$ cat config.mk
export PLATFORM = sky130hd
export DESIGN_NAME = rtg_top
export DESIGN_NICKNAME = d
export VERILOG_FILES = /design/src/rtl/rtg_pkg.sv /design/src/rtl/rtg_shadow.sv /design/src/rtl/rtg_axis.sv /design/src/rtl/rtg_top.sv
export SDC_FILE = /design/constraint.sdc
export NUM_CORES = 1
export LEC_CHECK = 0
export BUFFER_PORTS_ARGS = -buffer_cell sky130_fd_sc_hd__buf_2
export CORE_AREA = 2 2 146 148
export CTS_CLUSTER_SIZE = 12
export DETAILED_ROUTE_END_ITERATION = 6
export DIE_AREA = 0 0 148 150
export PLACE_DENSITY = 0.66
export SLEW_MARGIN = 20
export SYNTH_ARGS = -nofsm -noshare
export SYNTH_HDL_FRONTEND = slang
export SYNTH_HIERARCHICAL = 1
export SYNTH_SLANG_ARGS = --single-unit
$ cat constraint.sdc
create_clock -name clk -period 6.31 [get_ports clk]
set_clock_uncertainty 0.1 [all_clocks]
set_input_delay 1.262 -clock clk [delete_from_list [all_inputs] [get_ports clk]]
set_output_delay 1.262 -clock clk [all_outputs]
set_load 0.02 [all_outputs]
$ cat src/rtl/rtg_pkg.sv
package rtg_pkg;
  localparam int SYNC_CTL_W = 8;

  typedef struct packed {
    logic       pol;
    logic [6:0] wid_m1;
  } sync_ctl_t;

  // Pin level for a sync pulse given its logical state, polarity bit and panel type.
  function automatic logic pin_level(input logic active, input logic pol, input logic passive);
    logic on_lvl;
    on_lvl = pol ^ passive;
    return active ? on_lvl : ~on_lvl;
  endfunction
endpackage

$ cat src/rtl/rtg_shadow.sv
module rtg_shadow #(
  parameter int GW = 8,
  parameter int LW = 10
) (
  input  logic          clk,
  input  logic          rst_n,
  input  logic          load,
  input  logic          in_passive,
  input  logic [GW-1:0] in_h_act,
  input  logic [GW-1:0] in_h_nd,
  input  logic [GW-1:0] in_h_ss,
  input  logic [7:0]    in_h_ctl,
  input  logic [LW-1:0] in_v_act,
  input  logic [LW-1:0] in_v_nd,
  input  logic [LW-1:0] in_v_ss,
  input  logic [7:0]    in_v_ctl,
  output logic          sh_passive,
  output logic [GW-1:0] sh_h_act,
  output logic [GW-1:0] sh_h_nd,
  output logic [GW-1:0] sh_h_ss,
  output logic [7:0]    sh_h_ctl,
  output logic [LW-1:0] sh_v_act,
  output logic [LW-1:0] sh_v_nd,
  output logic [LW-1:0] sh_v_ss,
  output logic [7:0]    sh_v_ctl
);
  always_ff @(posedge clk or negedge rst_n) begin
    if (!rst_n) begin
      sh_passive <= 1'b0;
      sh_h_act   <= '0;
      sh_h_nd    <= '0;
      sh_h_ss    <= '0;
      sh_h_ctl   <= '0;
      sh_v_act   <= '0;
      sh_v_nd    <= '0;
      sh_v_ss    <= '0;
      sh_v_ctl   <= '0;
    end else if (load) begin
      sh_passive <= in_passive;
      sh_h_act   <= in_h_act;
      sh_h_nd    <= in_h_nd;
      sh_h_ss    <= in_h_ss;
      sh_h_ctl   <= in_h_ctl;
      sh_v_act   <= in_v_act;
      sh_v_nd    <= in_v_nd;
      sh_v_ss    <= in_v_ss;
      sh_v_ctl   <= in_v_ctl;
    end
  end
endmodule

$ cat src/rtl/rtg_axis.sv
module rtg_axis #(
  parameter int CW = 13
) (
  input  logic          clk,
  input  logic          rst_n,
  input  logic          run,
  input  logic          step,
  input  logic [CW-1:0] act_len,
  input  logic [CW-1:0] tot_len,
  input  logic [CW-1:0] sync_beg,
  input  logic [CW-1:0] sync_end,
  output logic [CW-1:0] count,
  output logic          last,
  output logic          in_act,
  output logic          in_sync
);
  assign last = (count == tot_len - CW'(1));

  always_ff @(posedge clk or negedge rst_n) begin
    if (!rst_n)     count <= '0;
    else if (!run)  count <= '0;
    else if (step)  count <= last ? '0 : count + CW'(1);
  end

  // The window is cut off at the total because count never exceeds tot_len-1.
  assign in_act  = run && (count < act_len);
  assign in_sync = run && (count >= sync_beg) && (count < sync_end);
endmodule

$ cat src/rtl/rtg_top.sv
module rtg_top
  import rtg_pkg::*;
#(
  parameter int GW = 8,
  parameter int LW = 10
) (
  input  logic          clk,
  input  logic          rst_n,
  input  logic          blank,
  input  logic          cfg_passive,
  input  logic [GW-1:0] cfg_h_active,
  input  logic [GW-1:0] cfg_h_nondisp,
  input  logic [GW-1:0] cfg_h_sync_start,
  input  logic [7:0]    cfg_h_sync_ctl,
  input  logic [LW-1:0] cfg_v_active,
  input  logic [LW-1:0] cfg_v_nondisp,
  input  logic [LW-1:0] cfg_v_sync_start,
  input  logic [7:0]    cfg_v_sync_ctl,
  output logic          hsync,
  output logic          vsync,
  output logic          de,
  output logic          vretrace,
  output logic [GW+4:0] pix_x,
  output logic [LW+1:0] line_y
);
  localparam int HL = GW + 5;
  localparam int VL = LW + 2;

  logic          run;
  logic          load;
  logic          sh_passive;
  logic [GW-1:0] sh_h_act, sh_h_nd, sh_h_ss;
  logic [LW-1:0] sh_v_act, sh_v_nd, sh_v_ss;
  logic [7:0]    sh_h_ctl_raw, sh_v_ctl_raw;
  sync_ctl_t     sh_h_ctl, sh_v_ctl;

  logic [HL-1:0] h_act_len, h_tot_len, h_sync_beg, h_sync_end;
  logic [VL-1:0] v_act_len, v_tot_len, v_sync_beg, v_sync_end;
  logic          h_last, v_last, h_in_act, v_in_act, h_in_sync, v_in_sync;

  always_ff @(posedge clk or negedge rst_n) begin
    if (!rst_n) run <= 1'b0;
    else        run <= 1'b1;
  end

  assign load = !run || (h_last && v_last);

  rtg_shadow #(.GW(GW), .LW(LW)) u_shadow (
    .clk(clk), .rst_n(rst_n), .load(load),
    .in_passive(cfg_passive),
    .in_h_act(cfg_h_active), .in_h_nd(cfg_h_nondisp),
    .in_h_ss(cfg_h_sync_start), .in_h_ctl(cfg_h_sync_ctl),
    .in_v_act(cfg_v_active), .in_v_nd(cfg_v_nondisp),
    .in_v_ss(cfg_v_sync_start), .in_v_ctl(cfg_v_sync_ctl),
    .sh_passive(sh_passive),
    .sh_h_act(sh_h_act), .sh_h_nd(sh_h_nd), .sh_h_ss(sh_h_ss), .sh_h_ctl(sh_h_ctl_raw),
    .sh_v_act(sh_v_act), .sh_v_nd(sh_v_nd), .sh_v_ss(sh_v_ss), .sh_v_ctl(sh_v_ctl_raw)
  );

  assign sh_h_ctl = sync_ctl_t'(sh_h_ctl_raw);
  assign sh_v_ctl = sync_ctl_t'(sh_v_ctl_raw);

  // Horizontal geometry: granule fields scaled by eight.
  assign h_act_len  = (HL'(sh_h_act) + HL'(1)) << 3;
  assign h_tot_len  = h_act_len + ((HL'(sh_h_nd) + HL'(1)) << 3);
  assign h_sync_beg = h_act_len + ((HL'(sh_h_ss) + HL'(1)) << 3);
  assign h_sync_end = h_sync_beg + ((HL'(sh_h_ctl.wid_m1) + HL'(1)) << 3);

  // Vertical geometry: line fields.
  assign v_act_len  = VL'(sh_v_act) + VL'(1);
  assign v_tot_len  = v_act_len + VL'(sh_v_nd) + VL'(1);
  assign v_sync_beg = v_act_len + VL'(sh_v_ss) + VL'(1);
  assign v_sync_end = v_sync_beg + VL'(sh_v_ctl.wid_m1) + VL'(1);

  rtg_axis #(.CW(HL)) u_haxis (
    .clk(clk), .rst_n(rst_n), .run(run), .step(1'b1),
    .act_len(h_act_len), .tot_len(h_tot_len),
    .sync_beg(h_sync_beg), .sync_end(h_sync_end),
    .count(pix_x), .last(h_last), .in_act(h_in_act), .in_sync(h_in_sync)
  );

  rtg_axis #(.CW(VL)) u_vaxis (
    .clk(clk), .rst_n(rst_n), .run(run), .step(h_last),
    .act_len(v_act_len), .tot_len(v_tot_len),
    .sync_beg(v_sync_beg), .sync_end(v_sync_end),
    .count(line_y), .last(v_last), .in_act(v_in_act), .in_sync(v_in_sync)
  );

  assign de       = h_in_act && v_in_act && !blank;
  assign vretrace = run && !v_in_act;
  assign hsync    = pin_level(h_in_sync, sh_h_ctl.pol, sh_passive);
  assign vsync    = pin_level(v_in_sync, sh_v_ctl.pol, sh_passive);
endmodule

==> run_results.csv <==
group,metric,value,unit
outcome,outcome,"completed",
sta,final-hold-violation-count,0,
layout,antenna_cells,0,
global_routing,grt_start_max_net_pins,50,
worst_setup_path,critical_path.cell_chain,"ha_4 -> xor2_4 -> ha_4 -> a21o_1 -> a21oi_2 -> a21oi_2 -> nor2_1 -> xnor2_1 -> ha_1 -> nand2_2 -> a21oi_1 -> nand2b_4 -> nand3_2 -> o31ai_2 -> inv_1 -> ha_1 -> a211oi_1 -> o21ai_0 -> nor3_1 -> xor2_1 -> xnor2_1 -> buf_4",
clock_tree,htreeDepth,3,
detailed_routing,wirelength,23100,um
layout,drive_gt1_share,22.7,%
placed_design,port_buffers,102,
hold_path,hold_path_depth,1,
synth,synth_cell_types,71,
detailed_routing,wire_per_inst,15.5,um
power,power_density,266,nW/um2
sta,fmaxAchievable,163,MHz
placed_design,routabilityCongestion,0.868,
detailed_routing,drc_errors,0,
clock_tree,path_clk_slew,70,ps
worst_setup_path,arrival,4790,ps
layout,fin_cells,1487,
layout,nNetsFinal,1420,
clock_tree,clk_path_buf_depth,2,
die,io-pin-count,103,
clock_tree,clock-sinks,97,
sta,setup-tns-final,0,ps
global_routing,grt_antenna_before_repair,0,
sta,fin_crit,6150,ps
die,die_w,148,um
worst_setup_path,startpoint,"u_shadow/sh_v_act[1]",
hold_path,worstHoldStart,"u_shadow/sh_v_ctl[0]",
sta,rsz0062_at_grt,"true",
hold_path,min_to,"u_shadow/sh_v_ctl[0]",
worst_setup_path,slowest_delay,450,ps
sta,worst_pin_slew,718,ps
die,fp.coreArea,20700,um2
detailed_routing,ant_nets,0,
die,die-area,22200,um2
clock_tree,insertion_delay,350,ps
clock_tree,cts_tree,"built",
synth,yosys.area.top_type_share,24.4,%
layout,fin_area,11500,um2
placed_design,dp_hpwl,17900,um
synth,syn_area,9930,um2
synth,ys_warn_count,6,
global_routing,grtUsageTotal,21.0,%
worst_setup_path,reg2reg_to,"u_vaxis/count[4]",
synth,ys.flop_type,"dfrtp_1",
clock_tree,cts-buffers-inserted,9,
detailed_routing,vias,7857,
clock_tree,cts-root-buf,"clkbuf_16",
synth,yosysSeqAreaShare,24.4,%
detailed_routing,drt-vias-per-instance,5.28,
sta,holdWs,418,ps
placed_design,place_inst,1464,
die,die_h,150,um
worst_setup_path,path_class,"reg2out",
worst_setup_path,r2r_start,"u_shadow/sh_h_nd[0]",
sta,slew_violations,0,
die,row_count,53,
power,finalPower,3050,uW
sta,fin_crit_sh,97.4,%
synth,synth_seq_cells,97,
synth,synthTopCellsByArea,"dfrtp_1 24%, ha_1 17%, mux2_4 11%, xnor2_1 6.5%, inv_1 4.8%",
sta,setup_violations,0,
synth,synth.largest_area_cell,"dfrtp_1",
power,leakage,0.00578,uW
global_routing,grt_first_pass_wirelength,37700,um
placed_design,placed_cell_area,10800,um2
detailed_routing,drt_iter0_drc,417,
worst_setup_path,endpoint_kind,"primary output",
synth,synth_edf_count,0,
worst_setup_path,reg2reg_depth,19,
worst_setup_path,rrSetupSlack,820,ps
run,drv_cap,0,
global_routing,overflow,0,
layout,num-fill-cells,1854,
worst_setup_path,required,4950,ps
detailed_routing,dr.pass1.iters,4,
global_routing,grt_pass1_vias,7654,
worst_setup_path,crit_fanout,5,
worst_setup_path,cp-start-kind,"register",
die,initial_core_util,48.0,%
hold_path,hp-class,"reg2reg",
worst_setup_path,crit_slowest_cell,"dfrtp_2",
sta,relSlewSlack,52.1,%
power,vdd_drop_max,0.163,mV
synth,synth_cells,1063,
clock_tree,cts_hold_buf,0,
layout,area_delta_synth_final,15.4,%
synth,avgSynthCellArea,9.34,um2
synth,async_flop_share,100,%
[final cells by class]
class	instances	area [um2]	area share (%)
clock buffers	10	229	2.00
clock inverters	6	82.6	0.721
inverters	126	473	4.13
multi-input cells	850	7190	62.8
flip-flops and latches	97	2430	21.2
well taps	275	344	3.00
repair buffers	123	704	6.15
[timing repair]
action | 4_1_cts | 5_1_grt
pin swaps | 0 | 16
buffers inserted | 0 | 7
endpoints found under the setup margin | 2 | 2
resized for setup | 5 | 51
[sequential cells by signal (all words and copies together) (netlist names)]
| register | cells |
|---|---|
| u_vaxis/count | 12 |
| u_shadow/sh_h_act | 8 |
| u_shadow/sh_h_ctl | 8 |
| u_shadow/sh_v_ctl | 8 |
| u_shadow/sh_passive | 1 |
| u_shadow/sh_v_ss | 10 |
| run | 1 |
| u_shadow/sh_v_nd | 10 |
| u_shadow/sh_v_act | 10 |
| u_shadow/sh_h_ss | 8 |
| u_haxis/count | 13 |
| u_shadow/sh_h_nd | 8 |
[report_power, final]
group          switching, uW  leakage [uW]  internal, uW  total, uW
Combinational            930       0.00444           801       1730
Clock                    240      0.000152           346        586
Sequential              59.6       0.00118           669        729
[how the worst max path moves through the flow]
stage          endpoint  slack, ps  depth (start not counted)
2_1_floorplan     hsync        700                         20
3_3_place_gp      hsync        390                         22
3_5_place_dp      hsync        220                         22
4_1_cts           hsync        -40                         23
5_1_grt           hsync        -70                         24
6_report          vsync        160                         22
[cell usage in the layout (no fill, tap or decap), types with 4 or more instances in the layout]
| cell | n |
|---|---|
| o211ai_1 | 7 |
| nor2b_1 | 17 |
| or3_1 | 8 |
| nor4_1 | 8 |
| and3_1 | 18 |
| inv_1 | 125 |
| a21oi_2 | 10 |
| ha_1 | 124 |
| ha_4 | 7 |
| clkbuf_16 | 9 |
| a211oi_1 | 6 |
| o21a_1 | 9 |
| nand3_1 | 36 |
| xor2_1 | 44 |
| mux2_4 | 70 |
| dfrtp_1 | 92 |
| xnor2_1 | 71 |
| nor3_1 | 22 |
| a21o_1 | 26 |
| nor2_1 | 64 |
| o21ai_0 | 54 |
| fa_1 | 4 |
| conb_1 | 31 |
| nand2_1 | 47 |
| nor3b_1 | 5 |
| a21boi_0 | 9 |
| nand2b_1 | 14 |
| maj3_1 | 5 |
| nand4_1 | 14 |
| xnor2_2 | 4 |
| a21oi_1 | 34 |
| buf_2 | 99 |
| and4_1 | 4 |
| dfrtp_2 | 5 |
| buf_4 | 21 |
[cells by family (layout without fill, tap and decap cells)]
group,count (synthesis),in the layout,share of synthesized area [%]
other,2,31,0.0756
adders and majority gates,144,144,18.5
xor gates and xnor gates,124,124,11.0
AOI/OAI and AO/OA,192,192,12.6
and+or+nand+nor,287,287,15.7
muxes,72,72,10.8
DFF,97,97,24.4
buffers and inverters,145,265,6.87
[synth_stat cells (9+ instances only)]
cell      count
nor3_1       22
o21ai_0      58
and3_1       18
a21o_1       26
nand3_1      37
a21boi_0     11
nor2_1       64
dfrtp_1      97
xor2_1       49
inv_1       126
ha_1        133
nor2b_1      18
o21a_1        9
a21oi_1      43
nand4_1      14
xnor2_1      74
nand2_1      49
mux2_4       70
nand2b_1     15
[worst max-delay path: cells and delay by family, from the launching register on]
kind	cells	cell delay (ps)
and+or+nand+nor	5	730
adders and majority gates	4	1150
xor gates and xnor gates	4	670
buffers and inverters	2	240
DFF	1	450
AOI/OAI and AO/OA	7	1220
[per-layer routing]
metal  global-route usage (%)  vias to the layer above  wire length, um  share of wire, %
met4                     5.57                        0              400               1.7
met5                        0                        -                0                 0
met3                     2.74                       29              758               3.3
met2                     34.1                      153            10400                45
met1                     29.5                     3699            11500                50
li1                         -                     3976                -                 -
[metrics by stage]
stage,setup WS [ps],util (%)
final,161,55.4
after global routing,-70.2,55.4
after CTS,-39.8,53.9
after detailed placement,221,52.3
after global placement,385,52.3
after floorplan,704,-
Note: power is estimated with default switching activity, not from simulation.
